--- src/rtl/slp_pkg.sv ---
package slp_pkg;
  localparam logic [2:0] M_NONE  = 3'd0;
  localparam logic [2:0] M_IDLE  = 3'd1;
  localparam logic [2:0] M_ADCQ  = 3'd2;
  localparam logic [2:0] M_PDOWN = 3'd3;
  localparam logic [2:0] M_PSAVE = 3'd4;
  localparam logic [2:0] M_STBY  = 3'd5;
  localparam logic [2:0] M_XSTBY = 3'd6;

  typedef struct packed {
    logic cpu;
    logic io;
    logic adc;
    logic atmr;
    logic osc;
  } clk_en_t;

  localparam clk_en_t EN_ALL  = '{cpu: 1'b1, io: 1'b1, adc: 1'b1, atmr: 1'b1, osc: 1'b1};
  localparam clk_en_t EN_NONE = '{cpu: 1'b0, io: 1'b0, adc: 1'b0, atmr: 1'b0, osc: 1'b0};

  typedef enum logic [1:0] {ST_RUN, ST_SLEEP, ST_WARM} slp_state_e;

  function automatic logic mode_valid(input logic [2:0] m);
    return (m != 3'd0) && (m != 3'd7);
  endfunction

  function automatic logic osc_stops(input logic [2:0] m);
    return (m == M_PDOWN) || (m == M_PSAVE);
  endfunction
endpackage

--- src/rtl/slp_mode_table.sv ---
module slp_mode_table
  import slp_pkg::*;
(
  input  logic [2:0] mode,
  output clk_en_t    sleep_en,
  output clk_en_t    warm_en
);
  always_comb begin
    sleep_en = EN_NONE;
    unique case (mode)
      M_IDLE:  sleep_en = '{cpu: 1'b0, io: 1'b1, adc: 1'b1, atmr: 1'b1, osc: 1'b1};
      M_ADCQ:  sleep_en = '{cpu: 1'b0, io: 1'b0, adc: 1'b1, atmr: 1'b1, osc: 1'b1};
      M_PDOWN: sleep_en = EN_NONE;
      M_PSAVE: sleep_en = '{cpu: 1'b0, io: 1'b0, adc: 1'b0, atmr: 1'b1, osc: 1'b0};
      M_STBY:  sleep_en = '{cpu: 1'b0, io: 1'b0, adc: 1'b0, atmr: 1'b0, osc: 1'b1};
      M_XSTBY: sleep_en = '{cpu: 1'b0, io: 1'b0, adc: 1'b0, atmr: 1'b1, osc: 1'b1};
      default: sleep_en = EN_ALL;
    endcase
  end

  always_comb begin
    warm_en      = sleep_en;
    warm_en.osc  = 1'b1;
    warm_en.cpu  = 1'b0;
    warm_en.io   = 1'b0;
    warm_en.adc  = 1'b0;
  end
endmodule

--- src/rtl/slp_wake_filter.sv ---
module slp_wake_filter
  import slp_pkg::*;
(
  input  logic    ext_irq,
  input  logic    periph_irq,
  input  logic    atmr_evt,
  input  logic    adc_done,
  input  clk_en_t cur_en,
  output logic    wake
);
  always_comb begin
    wake = ext_irq
         | (periph_irq & cur_en.io)
         | (atmr_evt   & cur_en.atmr)
         | (adc_done   & cur_en.adc);
  end
endmodule

--- src/rtl/slp_warmup_timer.sv ---
module slp_warmup_timer #(
  parameter int CNT_W = 16
) (
  input  logic             clk,
  input  logic             rst,
  input  logic             start,
  input  logic             run,
  input  logic [CNT_W-1:0] lim,
  output logic             done
);
  localparam int XW = CNT_W + 1;

  logic [CNT_W-1:0] cnt_q;
  logic [XW-1:0]    cnt_nx;

  assign cnt_nx = {1'b0, cnt_q} + XW'(1);
  assign done   = run && (cnt_nx >= {1'b0, lim});

  always_ff @(posedge clk) begin
    if (rst || start) begin
      cnt_q <= '0;
    end else if (run && !done) begin
      cnt_q <= cnt_nx[CNT_W-1:0];
    end
  end


  cnt_bound_chk: assert property (@(posedge clk) disable iff (rst)
    run |-> (cnt_q == '0 || cnt_q < lim));
endmodule

--- src/rtl/sleep_clkgate_ctrl.sv ---
module sleep_clkgate_ctrl
  import slp_pkg::*;
#(
  parameter int CNT_W = 16
) (
  input  logic             clk,
  input  logic             rst,
  input  logic [2:0]       mode_sel,
  input  logic             sleep_req,
  input  logic             ext_irq,
  input  logic             periph_irq,
  input  logic             atmr_evt,
  input  logic             adc_done,
  input  logic             osc_rdy,
  input  logic [CNT_W-1:0] startup_lim,
  output logic             cpu_clk_en,
  output logic             io_clk_en,
  output logic             adc_clk_en,
  output logic             atmr_clk_en,
  output logic             osc_en,
  output logic [2:0]       mode_o
);
  slp_state_e state_q, state_d;
  logic [2:0] mode_q, mode_d;
  clk_en_t    en_q, en_d, tbl_sleep, tbl_warm;
  logic       wake, tmr_start, tmr_done;

  slp_mode_table u_table (
    .mode     (mode_d),
    .sleep_en (tbl_sleep),
    .warm_en  (tbl_warm)
  );

  slp_wake_filter u_wake (
    .ext_irq    (ext_irq),
    .periph_irq (periph_irq),
    .atmr_evt   (atmr_evt),
    .adc_done   (adc_done),
    .cur_en     (en_q),
    .wake       (wake)
  );

  slp_warmup_timer #(.CNT_W(CNT_W)) u_timer (
    .clk   (clk),
    .rst   (rst),
    .start (tmr_start),
    .run   (state_q == ST_WARM),
    .lim   (startup_lim),
    .done  (tmr_done)
  );

  always_comb begin
    state_d   = state_q;
    mode_d    = mode_q;
    tmr_start = 1'b0;
    unique case (state_q)
      ST_RUN: begin
        if (sleep_req && mode_valid(mode_sel)) begin
          state_d = ST_SLEEP;
          mode_d  = mode_sel;
        end
      end
      ST_SLEEP: begin
        if (wake) begin
          if (osc_stops(mode_q)) begin
            state_d   = ST_WARM;
            tmr_start = 1'b1;
          end else begin
            state_d = ST_RUN;
            mode_d  = M_NONE;
          end
        end
      end
      ST_WARM: begin
        if (osc_rdy || tmr_done) begin
          state_d = ST_RUN;
          mode_d  = M_NONE;
        end
      end
      default: begin
        state_d = ST_RUN;
        mode_d  = M_NONE;
      end
    endcase
  end

  always_comb begin
    unique case (state_d)
      ST_SLEEP: en_d = tbl_sleep;
      ST_WARM:  en_d = tbl_warm;
      default:  en_d = EN_ALL;
    endcase
  end

  always_ff @(posedge clk) begin
    if (rst) begin
      state_q <= ST_RUN;
      mode_q  <= M_NONE;
      en_q    <= EN_ALL;
    end else begin
      state_q <= state_d;
      mode_q  <= mode_d;
      en_q    <= en_d;
    end
  end

  assign cpu_clk_en  = en_q.cpu;
  assign io_clk_en   = en_q.io;
  assign adc_clk_en  = en_q.adc;
  assign atmr_clk_en = en_q.atmr;
  assign osc_en      = en_q.osc;
  assign mode_o      = mode_q;


  entry_mode_chk: assert property (@(posedge clk) disable iff (rst)
    (state_q == ST_RUN && sleep_req && mode_valid(mode_sel)) |=> (mode_o == $past(mode_sel) && !cpu_clk_en));


  warm_gate_chk: assert property (@(posedge clk) disable iff (rst)
    (state_q == ST_WARM) |-> (osc_en && !cpu_clk_en && !io_clk_en && mode_o != M_NONE));


  quick_wake_chk: assert property (@(posedge clk) disable iff (rst)
    (state_q == ST_SLEEP && ext_irq && !osc_stops(mode_q)) |=> (cpu_clk_en && mode_o == M_NONE));


  pdown_hold_chk: assert property (@(posedge clk) disable iff (rst)
    (state_q == ST_SLEEP && mode_q == M_PDOWN && !ext_irq) |=> (state_q == ST_SLEEP && !osc_en));


  run_hold_chk: assert property (@(posedge clk) disable iff (rst)
    (state_q == ST_RUN && !sleep_req) |=> (state_q == ST_RUN && cpu_clk_en));
endmodule

--- config.mk ---
export PLATFORM = sky130hd
export DESIGN_NAME = sleep_clkgate_ctrl
export DESIGN_NICKNAME = d
export VERILOG_FILES = /design/src/rtl/slp_pkg.sv /design/src/rtl/slp_mode_table.sv /design/src/rtl/slp_wake_filter.sv /design/src/rtl/slp_warmup_timer.sv /design/src/rtl/sleep_clkgate_ctrl.sv
export SDC_FILE = /design/constraint.sdc
export NUM_CORES = 1
export LEC_CHECK = 0
export CELL_PAD_IN_SITES_DETAIL_PLACEMENT = 0
export CELL_PAD_IN_SITES_GLOBAL_PLACEMENT = 1
export CORE_ASPECT_RATIO = 1.4
export CORE_MARGIN = 2
export CORE_UTILIZATION = 43
export CTS_BUF_LIST = sky130_fd_sc_hd__clkbuf_4
export CTS_CLUSTER_DIAMETER = 150
export DETAILED_ROUTE_END_ITERATION = 6
export PLACE_DENSITY_LB_ADDON = 0.2
export REMOVE_ABC_BUFFERS = 1
export SKIP_LAST_GASP = 1
export SLEW_MARGIN = 20
export SYNTH_ARGS = -nofsm -noshare
export SYNTH_HDL_FRONTEND = slang
export SYNTH_SLANG_ARGS = --single-unit
--- constraint.sdc ---
create_clock -name clk -period 6 [get_ports clk]
set_input_delay 1.5 -clock clk [delete_from_list [all_inputs] [get_ports clk]]
set_output_delay 1.5 -clock clk [all_outputs]
set_load 0.05 [all_outputs]
==> reports/qor.json, run 1 <==
{
  "ctsResizeCount": 0,
  "vdd_drop_max_mv": 0.0951,
  "power.switching_fraction_pct": 27.7,
  "worst_slew_margin_pct": 53.7,
  "final_cell_mix": "sky130_fd_sc_hd__nor2_1 (39), sky130_fd_sc_hd__clkdlybuf4s50_1 (34), sky130_fd_sc_hd__inv_1 (28)",
  "arrival_ns": 4.37,
  "synth_seq_area_share_pct": 25.3,
  "global_route_wire_length_before_repair_um": 7820,
  "power.share.combinational_pct": 22.5,
  "cell_internal_pwr_uw": 285,
  "synth_area_um2": 2060,
  "min_to": "u_timer.cnt_q[3]",
  "avgRoutedWirePerCell_um": 12.5,
  "clock_tree.htree_level_count": 1,
  "drt-total-wl_um": 4440,
  "area_growth_syn_to_layout_pct": 20.7,
  "die_height_um": 85.9,
  "cpPeakStageDelay_ns": 0.53,
  "layout_worst_path_cycle_share_pct": 68.8,
  "worst-setup-path-type": "in2reg",
  "timing.critical_path.cells": "clkdlybuf4s50_1, inv_1, ha_1, a21oi_1, o21ai_1, a211oi_2, a21boi_2, nor4_4, nor2_1, ha_1, nand2b_1, a41oi_1, o21ai_1",
  "cts_hold_buffers": 0,
  "rrSetupSlack_ns": 1.92,
  "max-cap-violations": 0,
  "synthDominantCellAreaShare_pct": 25.3,
  "seqPwrFrac_pct": 46.0,
  "ys.warnings.count": 0,
  "finish.utilization_pct": 54.3,
  "synthCells": 265,
  "hold_path_depth": 2,
  "detailroute.via_count": 1828,
  "worst_r2r_path_depth": 17,
  "period_needed_ns": 4.13,
  "crit_slowest_cell": "sky130_fd_sc_hd__nor4_4",
  "setup.worst_path.end_class": "flip-flop",
  "post_drt_via_cell_ratio": 5.13,
  "clkPwrFrac_pct": 31.5,
  "gp_congestion": 0.861,
  "critical_path.startpoint_type": "primary input",
  "final_cells": 356,
  "clk_path_buf_depth": 2,
  "power.density_cell_area_nw_per_um2": 159,
  "cts-root-buf": "sky130_fd_sc_hd__clkbuf_4",
  "synth.distinct_cells": 46,
  "globalRouteOverflowTotal": 0,
  "post_synth_edffs": 0,
  "crit_path_max_fanout": 6,
  "netlist.top_cell.by_area": "sky130_fd_sc_hd__dfxtp_1",
  "setup_tns_after_final_layout_ns": 0,
  "path_delay_family": "compound AO/OA/AOI/OAI gates",
  "design.final.nets": 341,
  "number_of_setup_violations_in_the_final_report": 0,
  "portBuffers": 34,
  "firstDrtPassIters": 6,
  "setup_clock_skew_after_layout_ns": 0.0137,
  "worst_r2r_startpoint": "u_timer.cnt_q[0]",
  "tritoncts.num_buffers": 3,
  "aggregate_global_route_resource_usage_pct": 17.8,
  "cts_setup_buffers": 0,
  "final_layout_size_suffix_gt1_share_pct": 6.80,
  "remaining_drc_errors": 0,
  "antenna_violating_nets_post_route": 0,
  "number_of_synthesized_register_bits": 26,
  "ioPinCount": 35,
  "hold_path.startpoint": "u_timer.cnt_q[3]",
  "clk_pin_slew_ns": 0.16,
  "initialDrtViolationCount": 72,
  "initial_core_utilization_pct": 45.0,
  "grt_pass1_vias": 1792,
  "regToRegEndpoint": "cpu_clk_en",
  "n_fill_cell": 490,
  "fp.dieW_um": 62.5,
  "clock_insertion_delay_worst_skew_ns": 0.33,
  "cp.required_ns": 6.24,
  "dp.cells": 352,
  "power.net_switching_uw": 109,
  "min_path_type": "reg2reg",
  "grt_start_max_net_pins": 20,
  "postSynth.topFlopCell": "sky130_fd_sc_hd__dfxtp_1",
  "placement_rows": 29,
  "final-hold-violation-count": 0,
  "total_leakage_power_nw": 1.06,
  "clock-sinks": 26,
  "worstMarginPinSlew_ns": 0.694,
  "worst-path-buf-inv": 2,
  "run_status": "finished clean",
  "grt_setup_unrepaired": "false",
  "tritoncts_clock_tree": "yes",
  "dp.final_hpwl_um": 3520,
  "antenna_violations_before_repair": 0,
  "insertedDiodeCount": 0,
  "final_max_slew_viol_count": 0,
  "core_area_um2": 4570,
  "syn_area_per_cell_um2": 7.77,
  "post_synth_main_area_contributors": "sky130_fd_sc_hd__dfxtp_1 (25%), sky130_fd_sc_hd__ha_1 (12%), sky130_fd_sc_hd__xnor2_1 (7.7%)",
  "mostFrequentLayoutCell": "sky130_fd_sc_hd__nor2_1",
  "synth-async-reset-ratio_pct": 0,
  "max_freq_mhz": 242,
  "design.die.area_um2": 5360
}
## through the flow
stage | hold slack (ns) | cell area, um2 | power [mW] | setup WS [ns]
2_1_floorplan | 0.504 | 2010 | 0.237 | 2.23
4_1_cts | 0.562 | 2480 | 0.400 | 1.85
6_report | 0.560 | 2480 | 0.394 | 1.87
3_5_place_dp | 0.542 | 2430 | 0.274 | 1.53
5_1_grt | 0.614 | 2480 | 0.412 | 1.47
3_3_place_gp | 0.531 | 2430 | 0.273 | 1.62
## worst register-to-register path, stage by stage (launching register included)
cell	delay, ns
sky130_fd_sc_hd__dfxtp_1	0.44
sky130_fd_sc_hd__ha_1	0.24
sky130_fd_sc_hd__nand3_1	0.16
sky130_fd_sc_hd__inv_1	0.09
sky130_fd_sc_hd__nand3_1	0.39
sky130_fd_sc_hd__nor2_1	0.25
sky130_fd_sc_hd__xor2_1	0.18
sky130_fd_sc_hd__ha_1	0.26
sky130_fd_sc_hd__nand4_1	0.13
sky130_fd_sc_hd__nor2_1	0.08
sky130_fd_sc_hd__a211oi_2	0.24
sky130_fd_sc_hd__a21boi_2	0.11
sky130_fd_sc_hd__nor4_4	0.53
sky130_fd_sc_hd__nor2_1	0.14
sky130_fd_sc_hd__ha_1	0.27
sky130_fd_sc_hd__nand2b_1	0.19
sky130_fd_sc_hd__a41oi_1	0.22
sky130_fd_sc_hd__o21ai_1	0.09
## state kept, by name, indices dropped and copies added (netlist names)
name	flops
u_timer.cnt_q	16
state_q	2
osc_en	1
adc_clk_en	1
mode_o	3
atmr_clk_en	1
io_clk_en	1
cpu_clk_en	1
## worst max-delay path by stage
stage	start	slack [ns]	end	depth (start not counted)
after detailed placement	startup_lim[2]	1.53	cpu_clk_en	13
after global routing	u_timer.cnt_q[0]	1.47	cpu_clk_en	17
after floorplan	startup_lim[2]	2.23	cpu_clk_en	12
final	startup_lim[2]	1.87	cpu_clk_en	13
after CTS	startup_lim[2]	1.85	cpu_clk_en	13
after global placement	startup_lim[2]	1.62	cpu_clk_en	13
## synth_stat cells (2+ instances only)
cell type,instances
sky130_fd_sc_hd__nor2_1,39
sky130_fd_sc_hd__inv_1,28
sky130_fd_sc_hd__dfxtp_1,26
sky130_fd_sc_hd__a21oi_1,21
sky130_fd_sc_hd__ha_1,19
sky130_fd_sc_hd__xnor2_1,18
sky130_fd_sc_hd__nand2_1,13
sky130_fd_sc_hd__nand3_1,11
sky130_fd_sc_hd__nor3_1,10
sky130_fd_sc_hd__xor2_1,10
sky130_fd_sc_hd__or3_1,7
sky130_fd_sc_hd__and3_1,6
sky130_fd_sc_hd__clkbuf_1,5
sky130_fd_sc_hd__o21ai_1,5
sky130_fd_sc_hd__o21ai_0,4
sky130_fd_sc_hd__buf_2,3
sky130_fd_sc_hd__nand2b_1,3
sky130_fd_sc_hd__nand4_1,3
sky130_fd_sc_hd__nor3_2,3
sky130_fd_sc_hd__o22ai_1,3
sky130_fd_sc_hd__a31oi_1,2
sky130_fd_sc_hd__o31ai_4,2
## layout make-up
class	count	area (um2)	area share, %
Multi-Input combinational cell	201	1380	55.7
Sequential cell	26	520	21.0
Timing Repair Buffer	34	340	13.7
Inverter	29	109	4.38
Tap cell	62	77.6	3.12
Clock inverter	1	30.0	1.21
Clock buffer	3	22.5	0.907
## power groups by stage
| stage | registers [mW] | clock network, mW | logic (mW) |
|---|---|---|---|
| 2_1_floorplan | 0.197 | 0 | 0.0399 |
| 3_3_place_gp | 0.185 | 0 | 0.0882 |
| 3_5_place_dp | 0.185 | 0 | 0.0891 |
| 4_1_cts | 0.181 | 0.129 | 0.0895 |
| 5_1_grt | 0.182 | 0.133 | 0.0970 |
| 6_report | 0.181 | 0.124 | 0.0887 |
## kinds of logic after synthesis
| logic type | synth area share, % |
|---|---|
| flops | 25.3 |
| fa+ha+maj | 11.6 |
| buf+inv | 7.48 |
| simple gates | 26.5 |
| compound gates | 16.8 |
| mux | 0.486 |
| xor+xnor | 11.9 |
## routing by layer
| metal | vias to the layer above | part of all wire, % | global-route usage, % |
|---|---|---|---|
| li1 | 957 | - | - |
| met1 | 836 | 43 | 19.2 |
| met2 | 28 | 53 | 35.2 |
| met3 | 7 | 2.8 | 2.49 |
| met4 | 0 | 1.7 | 5.66 |
| met5 | - | 0 | 0 |
Note: power is estimated with default switching activity, not from simulation.
==> inputs of run 2 (changes only) <==
- CORE_UTILIZATION: 43 -> 40
- clock period: 6 -> 4.1 ns (I/O delays scaled with it)
==> reports/qor.json, run 2 (synthesis gave the netlist of run 1 again) <==
{
  "run_status": "finished clean",
  "setup_tns_after_final_layout": {"value": 0, "unit": "ns", "change": "unchanged"},
  "grt_start_max_net_pins": {"value": 20, "change": "unchanged"},
  "vdd_drop_max": {"value": 0.127, "unit": "mV", "change": "+34%"},
  "tritoncts.num_buffers": {"value": 3, "change": "unchanged"},
  "final-hold-violation-count": {"value": 0, "change": "unchanged"},
  "core_area": {"value": 4920, "unit": "um2", "change": "+7.6%"},
  "design.final.nets": {"value": 343, "change": "+0.59%"},
  "critical_path.startpoint_type": "flip-flop",
  "die_height": {"value": 88.9, "unit": "um", "change": "+3.5%"},
  "number_of_setup_violations_in_the_final_report": {"value": 0, "change": "unchanged"},
  "setup_clock_skew_after_layout": {"value": 0.0120, "unit": "ns", "change": "-0.00175 ns"},
  "drt-total-wl": {"value": 4430, "unit": "um", "change": "about the same"},
  "layout_worst_path_cycle_share_pct": 89.4,
  "final_cell_mix": "sky130_fd_sc_hd__nor2_1 (39), sky130_fd_sc_hd__clkdlybuf4s50_1 (34), sky130_fd_sc_hd__inv_1 (28)",
  "worst-setup-path-type": "reg2reg",
  "clock_tree.htree_level_count": {"value": 1, "change": "unchanged"},
  "area_growth_syn_to_layout_pct": 21.5,
  "mostFrequentLayoutCell": "sky130_fd_sc_hd__nor2_1",
  "hold_ws": {"value": 0.562, "unit": "ns", "change": "+0.00289 ns"},
  "antenna_violations_before_repair": {"value": 0, "change": "unchanged"},
  "insertedDiodeCount": {"value": 0, "change": "unchanged"},
  "grt_pass1_vias": {"value": 1757, "change": "-2.0%"},
  "final_cells": {"value": 360, "change": "+1.1%"},
  "fp.dieW": {"value": 64.6, "unit": "um", "change": "+3.4%"},
  "clock_insertion_delay_worst_skew": {"value": 0.35, "unit": "ns", "change": "+0.02 ns"},
  "antenna_violating_nets_post_route": {"value": 0, "change": "unchanged"},
  "cts_hold_buffers": {"value": 0, "change": "unchanged"},
  "placement_rows": {"value": 30, "change": "+3.4%"},
  "tritoncts_clock_tree": "yes",
  "max-cap-violations": {"value": 0, "change": "unchanged"},
  "cp.required": {"value": 4.37, "unit": "ns", "change": "-1.87 ns"},
  "firstDrtPassIters": {"value": 4, "change": "-2"},
  "min_path_type": "reg2reg",
  "dp.cells": {"value": 356, "change": "+1.1%"},
  "dp_worst_setup_slack": {"value": 0.352, "unit": "ns", "change": "-1.18 ns"},
  "initial_core_utilization": {"value": 41.9, "unit": "%", "change": "-3.2 points"},
  "largest_register": "u_timer.cnt_q",
  "global_route_wire_length_before_repair": {"value": 7590, "unit": "um", "change": "-3.0%"},
  "remaining_drc_errors": {"value": 0, "change": "unchanged"},
  "crit_path_max_fanout": {"value": 19, "change": "+13"},
  "detailroute.via_count": {"value": 1852, "change": "+1.3%"},
  "period_needed_ns": 3.67,
  "ctsResizeCount": {"value": 0, "change": "unchanged"},
  "aggregate_global_route_resource_usage": {"value": 16.6, "unit": "%", "change": "-1.1 points"},
  "ioPinCount": {"value": 35, "change": "unchanged"},
  "worst_slew_margin": {"value": 52.0, "unit": "%", "change": "-1.8 points"},
  "setup_ws": {"value": 0.435, "unit": "ns", "change": "-1.44 ns"},
  "post_drt_via_cell_ratio": {"value": 5.14, "change": "+0.19%"},
  "number_of_flip_flops_in_the_largest_register": {"value": 16, "change": "unchanged"},
  "total_leakage_power": {"value": 1.07, "unit": "nW", "change": "+0.91%"},
  "dp.final_hpwl": {"value": 3530, "unit": "um", "change": "+0.29%"},
  "worstMarginPinSlew": {"value": 0.721, "unit": "ns", "change": "+0.0265 ns"},
  "design.die.area": {"value": 5740, "unit": "um2", "change": "+7.1%"},
  "arrival": {"value": 3.94, "unit": "ns", "change": "-0.43 ns"},
  "grt_setup_unrepaired": "false",
  "clk_pin_slew": {"value": 0.15, "unit": "ns", "change": "about the same"},
  "final_layout_size_suffix_gt1_share": {"value": 7.43, "unit": "%", "change": "+0.63 points"},
  "max_freq_mhz": 273,
  "finish.utilization": {"value": 50.9, "unit": "%", "change": "-3.5 points"},
  "clk_path_buf_depth": {"value": 2, "change": "unchanged"},
  "gp_congestion": {"value": 0.815, "change": "-5.3%"},
  "cts_setup_buffers": {"value": 0, "change": "unchanged"},
  "final_max_slew_viol_count": {"value": 0, "change": "unchanged"},
  "setup.worst_path.end_class": "flip-flop",
  "clock-sinks": {"value": 26, "change": "unchanged"},
  "initialDrtViolationCount": {"value": 79, "change": "+9.7%"},
  "cts-root-buf": "sky130_fd_sc_hd__clkbuf_4",
  "n_fill_cell": {"value": 502, "change": "+2.4%"},
  "globalRouteOverflowTotal": {"value": 0, "change": "unchanged"},
  "power.density_cell_area": {"value": 232, "unit": "nW/um2", "change": "+46%"},
  "portBuffers": {"value": 34, "change": "unchanged"},
  "avgRoutedWirePerCell": {"value": 12.3, "unit": "um", "change": "-1.2%"}
}
## run 2: where the power goes
group	internal, mW	switching, mW
combinational	0.0589	0.0689
sequential	0.259	0.00614
clock	0.0991	0.0877
## run 2: path summary, 6_finish.rpt
kind | start | end | slack (ns) | depth (start not counted)
worst max-delay path | u_timer.cnt_q[0] | u_timer.cnt_q[5] | 0.43 | 15
worst min-delay path | u_timer.cnt_q[5] | u_timer.cnt_q[5] | 0.56 | 2
worst max register to register | u_timer.cnt_q[0] | u_timer.cnt_q[5] | 0.43 | 15
worst min register to register | u_timer.cnt_q[5] | u_timer.cnt_q[5] | 0.56 | 2
## run 2: worst max-delay path, stage by stage (launching register included)
cell and delay [ns]:
sky130_fd_sc_hd__dfxtp_1 0.45, sky130_fd_sc_hd__ha_1 0.24, sky130_fd_sc_hd__nand3_1 0.17, sky130_fd_sc_hd__inv_1 0.09, sky130_fd_sc_hd__nand3_1 0.08, sky130_fd_sc_hd__buf_4 0.20, sky130_fd_sc_hd__nor2_1 0.14, sky130_fd_sc_hd__xor2_1 0.18
sky130_fd_sc_hd__ha_1 0.27, sky130_fd_sc_hd__a21oi_1 0.13, sky130_fd_sc_hd__o21ai_1 0.08, sky130_fd_sc_hd__a31oi_1 0.24, sky130_fd_sc_hd__o31ai_4 0.13, sky130_fd_sc_hd__or3_1 0.63, sky130_fd_sc_hd__or3_1 0.43, sky130_fd_sc_hd__a21oi_1 0.14
## run 2: cell type report
class | instances | area (um2) | area share [%]
Clock buffer | 3 | 22.5 | 0.900
Multi-Input combinational cell | 201 | 1380 | 55.3
Clock inverter | 1 | 30.0 | 1.20
Sequential cell | 26 | 520 | 20.8
Tap cell | 64 | 80.1 | 3.20
Inverter | 29 | 109 | 4.35
Timing Repair Buffer | 36 | 355 | 14.2
## run 2: routing by layer
metal  GRT usage, %  vias to the layer above  wire length (um)
li1               -                      960                 -
met1           18.4                      855              1910
met2           32.5                       32              2340
met3           2.16                        5               136
met4           5.61                        0                52
met5              0                        -                 0
## run 2: stage by stage
step	area, um2	total power [mW]
floorplan	2010	0.347
global placement	2450	0.400
detailed placement	2450	0.399
CTS	2500	0.582
global route	2500	0.605
finish	2500	0.580
